`src/rtl/lsub_pkg.sv`:
```
package lsub_pkg;

    localparam logic [2:0] SEL_NONE = 3'd0;
    localparam logic [2:0] SEL_CHK  = 3'd5;

    typedef struct packed {
        logic       narrow;
        logic [2:0] sel;
    } lsub_cfg_t;

    typedef struct packed {
        logic        active;
        logic [15:0] base;
        logic [15:0] width;
        logic [15:0] spare;
    } lsub_map_t;

    // Slice geometry for a given configuration and quarter width.
    function automatic lsub_map_t lsub_map(lsub_cfg_t c, int unsigned qw);
        lsub_map_t   m;
        int unsigned w;
        w        = c.narrow ? qw / 2 : qw;
        m.active = (c.sel >= 3'd1) && (c.sel <= SEL_CHK);
        m.width  = 16'(w);
        m.spare  = c.narrow ? 16'(4 * qw + w) : 16'(5 * qw);
        if (c.sel == SEL_CHK)
            m.base = 16'(4 * qw);
        else if (m.active)
            m.base = 16'((int'(c.sel) - 1) * int'(w));
        else
            m.base = 16'd0;
        return m;
    endfunction

endpackage

```
`src/rtl/lsub_cfg_reg.sv`:
```
module lsub_cfg_reg
    import lsub_pkg::*;
(
    input  logic      clk,
    input  logic      rst,
    input  logic      busy,
    input  lsub_cfg_t cfg_in,
    output lsub_cfg_t cfg_q
);
    always_ff @(posedge clk) begin
        if (rst)
            cfg_q <= '0;
        else if (!busy)
            cfg_q <= cfg_in;
    end
endmodule

```
`src/rtl/lsub_wr_path.sv`:
```
module lsub_wr_path
    import lsub_pkg::*;
#(
    parameter int unsigned QW = 16
) (
    input  lsub_cfg_t         cfg,
    input  logic [6*QW-1:0]   wr_word,
    output logic [6*QW-1:0]   wr_pins
);
    localparam int unsigned BW = 6 * QW;
    lsub_map_t m;

    always_comb begin
        m       = lsub_map(cfg, QW);
        wr_pins = wr_word;
        if (cfg.narrow)
            wr_pins[5*QW +: QW] = '0;
        if (m.active) begin
            for (int i = 0; i < int'(QW); i++) begin
                if (i < int'(m.width) && (int'(m.spare) + i) < int'(BW))
                    wr_pins[int'(m.spare) + i] = wr_word[int'(m.base) + i];
            end
        end
    end
endmodule

```
`src/rtl/lsub_rd_path.sv`:
```
module lsub_rd_path
    import lsub_pkg::*;
#(
    parameter int unsigned QW = 16
) (
    input  logic              clk,
    input  logic              rst,
    input  lsub_cfg_t         cfg,
    input  logic [6*QW-1:0]   rd_pins,
    output logic [6*QW-1:0]   rd_word
);
    localparam int unsigned BW = 6 * QW;
    logic [BW-1:0] pins_q;
    lsub_map_t     m;

    always_ff @(posedge clk) begin
        if (rst)
            pins_q <= '0;
        else
            pins_q <= rd_pins;
    end

    always_comb begin
        m       = lsub_map(cfg, QW);
        rd_word = pins_q;
        if (cfg.narrow)
            rd_word[5*QW +: QW] = '0;
        if (m.active) begin
            for (int i = 0; i < int'(QW); i++) begin
                if (i < int'(m.width) && (int'(m.spare) + i) < int'(BW))
                    rd_word[int'(m.base) + i] = pins_q[int'(m.spare) + i];
            end
        end
    end
endmodule

```
`src/rtl/lsub_mux.sv`:
```
module lsub_mux
    import lsub_pkg::*;
#(
    parameter int unsigned QW = 16,
    localparam int unsigned BW = 6 * QW
) (
    input  logic          clk,
    input  logic          rst,
    input  logic          busy,
    input  logic          cfg_narrow,
    input  logic [2:0]    cfg_sel,
    input  logic [BW-1:0] wr_word,
    output logic [BW-1:0] wr_pins,
    input  logic [BW-1:0] rd_pins,
    output logic [BW-1:0] rd_word
);
    lsub_cfg_t cfg_in;
    lsub_cfg_t cfg_q;

    assign cfg_in.narrow = cfg_narrow;
    assign cfg_in.sel    = cfg_sel;

    lsub_cfg_reg u_cfg (
        .clk    (clk),
        .rst    (rst),
        .busy   (busy),
        .cfg_in (cfg_in),
        .cfg_q  (cfg_q)
    );

    lsub_wr_path #(.QW(QW)) u_wr (
        .cfg     (cfg_q),
        .wr_word (wr_word),
        .wr_pins (wr_pins)
    );

    lsub_rd_path #(.QW(QW)) u_rd (
        .clk     (clk),
        .rst     (rst),
        .cfg     (cfg_q),
        .rd_pins (rd_pins),
        .rd_word (rd_word)
    );
endmodule

```
`config.mk`:
```
export PLATFORM = sky130hd
export DESIGN_NAME = lsub_mux
export DESIGN_NICKNAME = d
export VERILOG_FILES = /design/src/rtl/lsub_pkg.sv /design/src/rtl/lsub_cfg_reg.sv /design/src/rtl/lsub_wr_path.sv /design/src/rtl/lsub_rd_path.sv /design/src/rtl/lsub_mux.sv
export SDC_FILE = /design/constraint.sdc
export NUM_CORES = 1
export LEC_CHECK = 0
export BUFFER_PORTS_ARGS = -buffer_cell sky130_fd_sc_hd__buf_2
export CAP_MARGIN = 5
export CORE_AREA = 2 2 153 155
export CTS_CLUSTER_DIAMETER = 100
export DETAILED_ROUTE_END_ITERATION = 16
export DIE_AREA = 0 0 155 157
export HOLD_SLACK_MARGIN = 0.05
export PLACE_DENSITY = 0.66
export SETUP_SLACK_MARGIN = 0.4
export SLEW_MARGIN = 20
export SYNTH_ARGS = -nofsm -noshare
export SYNTH_HDL_FRONTEND = slang
export SYNTH_SLANG_ARGS = --single-unit
```
`constraint.sdc`:
```
create_clock -name clk -period 11.4 [get_ports clk]
set_input_delay 3.42 -clock clk [delete_from_list [all_inputs] [get_ports clk]]
set_output_delay 3.42 -clock clk [all_outputs]
set_load 0.01 [all_outputs]
```
# After elaboration in Yosys (flattened, before gate mapping)
# Index checks and enable logic that the tools add are counted.
# W data, S select, Z words.
[totals] regBits=100 output_inout_bits=192
[classes] n_mux=260 n_eq_ne=1 n_reduce_logical=49 mul=1 n_addsub=32 n_lt_le_gt_ge=98
[op_table] operator="$mux W96" n=64
[op_table] operator="$bwmux W96" n=32
[op_table] operator="$lt A32 B9 Y1 const B" n=30
[op_table] operator="$ge A32 B1 Y1 const B" n=27
[op_table] operator="$lt A32 B8 Y1 const B" n=15
[op_table] operator="$add A16 B4 Y17 const B" n=16
[op_table] operator="$bmux W1 S7" n=32
[op_table] operator="$demux W1 S7" n=32
[op_table] operator="$add A16 B3 Y17 const B" n=8
[op_table] operator="$lt A4 B16 Y1 const A" n=8
[op_table] operator="$mux W1" n=94
[op_table] operator="$mux W16" n=5
[op_table] operator="$add A16 B2 Y17 const B" n=4
[op_table] operator="$lt A3 B16 Y1 const A" n=4
[op_table] operator="$ge A17 B1 Y1 const B" n=3
[op_table] operator="$logic_and A1 B1 Y1" n=49
[op_table] operator="$add A16 B1 Y17 const B" n=2
[op_table] operator="$ge A16 B1 Y1 const B" n=2
[op_table] operator="$lt A1 B16 Y1 const A" n=2
[op_table] operator="$lt A16 B8 Y1 const B" n=2
[op_table] operator="$lt A2 B16 Y1 const A" n=2
[op_table] operator="$mul A32 B32 Y16" n=1
[op_table] operator="$add A7 B16 Y16 const A" n=1
[op_table] operator="$lt A16 B7 Y1 const B" n=1
[op_table] operator="other kinds (5)" n=5

# Depth between registers and ports, before layout
[depth] word_depth=56 mapped_depth=24 ltp_nobuf=19

# Modules after synthesis
# From an unflattened synthesis, not the netlist that was laid out.
[unflattened] cells_unflattened=960 area_unflattened_um2=8438.1
[by_module_without_submodules] mod="lsub_rd_path" cells_per_inst=551 area_each_um2=5271.3 seq_area_each_um2=1921.8 n_inst=1
[by_module_without_submodules] mod="lsub_wr_path" cells_per_inst=396 area_each_um2=3026.7 seq_area_each_um2=0.0 n_inst=1
[by_module_without_submodules] mod="lsub_cfg_reg" cells_per_inst=13 area_each_um2=140.1 seq_area_each_um2=80.1 n_inst=1

# Worst setup path after synthesis
# OpenSTA, ideal clock, no wires.
[synth_timing] kind="register -> output" startpoint="reg, netlist name u_cfg.cfg_q[3]" endpoint="out rd_word[5]" arrival_time_ns=6.004 required_ns=7.980 stages_incl_launch_ff=21 slack_ns=1.976 path_cell_list="dfxtp_1 -> clkbuf_1 -> clkbuf_1 -> clkbuf_1 -> clkbuf_1 -> buf_1 -> nor2_1 -> fa_1 -> ha_1 -> ha_1 -> fa_1 -> a211oi_1 -> nor2_1 -> xor2_1 -> and4_1 -> nand4_1 -> a2111o_1 -> buf_6 -> nor3_4 -> mux2_2 -> a21oi_1"
[synth_via] elab_chain_len=56 word_cells_on_any_way=259 cone_classes="add/sub: 31; mul: 1; order compare: 64; mux: 131; reduce/logical: 32"
[synth_lines] item="branches (longest 54 deep; another with $mul A32 B32 Y16)"
[synth_lines] item="$mux W96 (*)" line_no="lsub_rd_path.sv:30" rtl="if (i < int'(m.width) && (int'(m.spare) + i) < int'(BW))"
[synth_lines] item="$mux W96 (*)" line_no="lsub_rd_path.sv:28" rtl="if (m.active) begin"
[synth_lines] item="to (decl)" line_no="lsub_mux.sv:15" rtl="output logic [BW-1:0] rd_word"
# Mark *: on every way between the ends. The select of a mux whose other input is x is not followed.

# Final worst setup path
[layout_timing] startpoint="reg, netlist name u_cfg.cfg_q[0]" endpoint="out rd_word[73]"
[layout_via] elab_chain_len=56 word_cells_on_any_way=151 cone_classes="add/sub: 16; mul: 1; order compare: 34; eq/ne: 1; mux: 82; reduce/logical: 17"
[layout_lines] item="branches (longest 55 deep; another with $mul A32 B32 Y16)"
[layout_lines] item="$mux W96 (*)" line_no="lsub_rd_path.sv:28"
# Marks and branches as above.

==> metrics list <==
- Outcome: finished clean
- Least-Margin Pin Slew: roughly 1.2 ns
- Fin crit period: 10.40 ns
- For this run, design rule violations remaining after detail routing come to 0.
- From left edge to right edge, the die measures 155 µm.
- Once detail routing completed, the nets flagged for antenna violations numbered 0.
- Clock-pin slew on the worst setup and hold paths: about 0.070 ns
- Counting every instance in the synthesized netlist gives between 900 and 1000.
- Startpoint types: register
- For this run, the register share of the synthesized area comes to 0.239.
- After synthesis the netlist holds a flip-flop and latch count of 100.
* Post-synth top area share: 0.239
* Die Area: 24300 µm²
- Synthesis instantiated 66 different standard cells from the library.
* Total clock buffers created by CTS: 9
- Crit path max-delay cell type: o41ai_2
- The first global-routing pass estimated 49400 µm of wire.
* Path class of the lowest-slack min-delay path: register to register
- The total overflow left after global routing is 0.
* Maxcap violations: 0
- The synthesized design contains 0 enable-type register cells.
* Number of global-route vias before repair: about 8200
- Hold Buf Count CTS: 0
- At the end of routability-driven placement, the weighted congestion stood at 0.956.
- In the synthesized netlist the async set-or-reset flop fraction comes to 0.
- Buffers placed on the I/O ports in this run total 390.
* H-tree level count: 3
- Number of instances resized during post-cts repair: 0
- Dividing total power by cell area gives a power density of 142 nW/µm².
- At the end of the flow the core is filled with cells to 0.458.
- Initial core utilization: 0.372
* Final HPWL from detailed placement: approximately 26000 µm
- Sum of negative setup slack: 0 ns
- Critical path peak fanout: 11
- The most used flip-flop cell after synthesis is dfxtp_1.
- After detailed routing, the average wire length per cell comes to between 20 and 25 µm.
* Chip Height: between 150 and 200 µm
* Rel. slew slack: 0.210
- Dividing the detail-routed via count by the number of cells gives ~5.7.
* Cell family with the largest share of critical-path delay: compound AO/OA/AOI/OAI gates
- Setup repair after global routing missed its margin: no
- Number of instances in the placed design: 1508
* Cell-by-cell listing of the critical path: or2_1 > nor2_1 > fa_1 > ha_1 > ha_1 > fa_1 > a211oi_1 > o21bai_1 > a21oi_1 > xnor2_1 > o41ai_2 > nand2_1 > nor2_1 > a21boi_1 > a221oi_1 > buf_2
* Buffers plus inverters on the worst setup path: 1
- Worst setup EP type: output port
* Delay of the slowest cell on the worst path: approximately 0.86 ns
- Setup violations remaining at the end of the flow were counted as 0.
- Number of iterations in the first detailed-routing pass: 5
- TritonCTS built the clock tree.
- The analysis attributes to cell leakage a power of ~0.0047 µW.
* Required time at the worst-slack endpoint: ~8 ns
- Final critical-path share of the clock period: 0.912
- After layout, the worst setup slack is approximately 1 ns.
- IR analysis of the VDD net gives a maximum drop of 0.0760 mV.
- Synthesis produced a netlist with a net count of about 1200.
- Number of clock sinks: 100
- Syn Std Cell Area: ~8400 µm²
* Pre-CTS setup slack: 1.58 ns
- The final count of pins violating max slew was 0.
- Based on the critical path, the design can be clocked at up to between 0.09 and 0.1 GHz.
- Finished Layout Cells: about 1500
- The final number of hold-violating endpoints was 0.
- Total of fill cells in the finished design: 2259
* Mean post-synth cell area: roughly 8.7 µm²
* Initial DRC Count: ~900
- The detailed router placed between 8000 and 9000 vias in this run.
- Overall Global Routing Usage: 0.266
- Post-CTS setup-driven buffer insertion count: 0
- The critical path is of the register to output port type.
* Later-pin clock latency in the skew report: approximately 0.36 ns
- Counting along the longest clock path gives a buffer depth of 2.
- Area contributors post-synth: dfxtp_1 24%, mux4_2 13%, nor2b_1 8.1%
* Post-Route Hold Slack: approximately 0.59 ns
* Core area: 22500 µm²
* Ports placed on the boundary: 391
* Maximum number of pins on one net before global-route repair: approximately 100
- Most numerous cell in the Yosys netlist: nor2b_1
* Final nets: around 1500
- Layout cell share with drive strength beyond 1: 0.408
- The Yosys step of the flow raised 0 warnings.
* Synth area leader: dfxtp_1
* Clock Skew: 0 ns
* Total wirelength of the detailed-routed design: around 34000 µm
- The floorplan has 55 rows.
- Ranking of synthesized cells by instance count: 108 x nor2b_1, 100 x dfxtp_1, 66 x buf_4
- STA puts the critical path data arrival time at 6.98 ns.
- Relative to the synthesized area, the layout overhead comes to 23.1%.
- Antenna violations before repair: 4
- Clock tree synthesis selected as its root buffer the cell clkbuf_16.
==> state kept, by name, indices dropped and copies added (netlist names) <==
| name | cells |
|---|---|
| u_cfg.cfg_q | 4 |
| u_rd.pins_q | 96 |
==> per-layer routing <==
metal,wire length [µm],global-route usage
met2,15400,0.423
met1,14200,0.362
met4,854,0.0758
met3,3150,0.0617
met5,13,0
==> final cells by class <==
cell class / instances / area, µm² / area share
tap: 285 / 357 / 0.0346
antenna: 4 / 10.0 / 0.000971
multi-input combinational: 693 / 5480 / 0.532
sequential: 100 / 2000 / 0.194
timing repair buffer: 404 / 2060 / 0.200
clock buffer: 9 / 225 / 0.0219
inverter: 26 / 97.6 / 0.00947
clock inverter: 7 / 75.1 / 0.00729
==> kinds of logic after synthesis <==
kind of cell | after synthesis | synth area share
xor gates and xnor gates | 10 | 0.0105
buffers and inverters | 169 | 0.111
AOI/OAI and AO/OA | 199 | 0.178
DFF | 100 | 0.239
muxes | 76 | 0.163
adders and majority gates | 27 | 0.0421
and+or+nand+nor | 381 | 0.256
==> worst min-delay path, delay by kind of cell (launching register included) <==
kind | cells | cell delay, ns
and+or+nand+nor | 1 | 0.05
DFF | 1 | 0.35
muxes | 1 | 0.15
==> path summary, 6_finish.rpt <==
kind                        from             end  slack [ns]  depth (start not counted)
hold reg to reg   u_cfg.cfg_q[1]  u_cfg.cfg_q[1]        0.59                          2
setup / recovery  u_cfg.cfg_q[0]     rd_word[73]        1.00                         16
setup reg to reg  u_cfg.cfg_q[3]  u_cfg.cfg_q[3]       10.29                          2
hold / removal    u_cfg.cfg_q[1]  u_cfg.cfg_q[1]        0.59                          2
==> cells in the final DEF, fill, tap and decap left out, drive strengths merged, types with 10 or more instances in the layout <==
| cell type | instances |
|---|---|
| o21ai | 21 |
| and3b | 12 |
| dfxtp | 100 |
| a22o | 16 |
| nand2 | 65 |
| mux2i | 24 |
| nor2b | 108 |
| nor2 | 61 |
| a211oi | 39 |
| buf | 404 |
| ha | 25 |
| mux4 | 48 |
| inv | 30 |
| o211ai | 12 |
| and3 | 10 |
| a31oi | 10 |
| nand2b | 11 |
| a221oi | 28 |
| nand3 | 18 |
| a21oi | 35 |
| and2 | 11 |
| nor3 | 51 |
==> where the power goes <==
part           switching (µW)  internal, µW  total [µW]
registers                12.7           368         381
clock network             159           156         315
logic                     467           298         765
==> through the flow <==
stage                     area [µm²]  total power [µW]
final                          10300              1460
after floorplan                 8370               892
after detailed placement        9990              1140
after global placement          9990              1140
after CTS                      10300              1460
after global routing           10300              1540
Power figures use the tool's default switching activity.
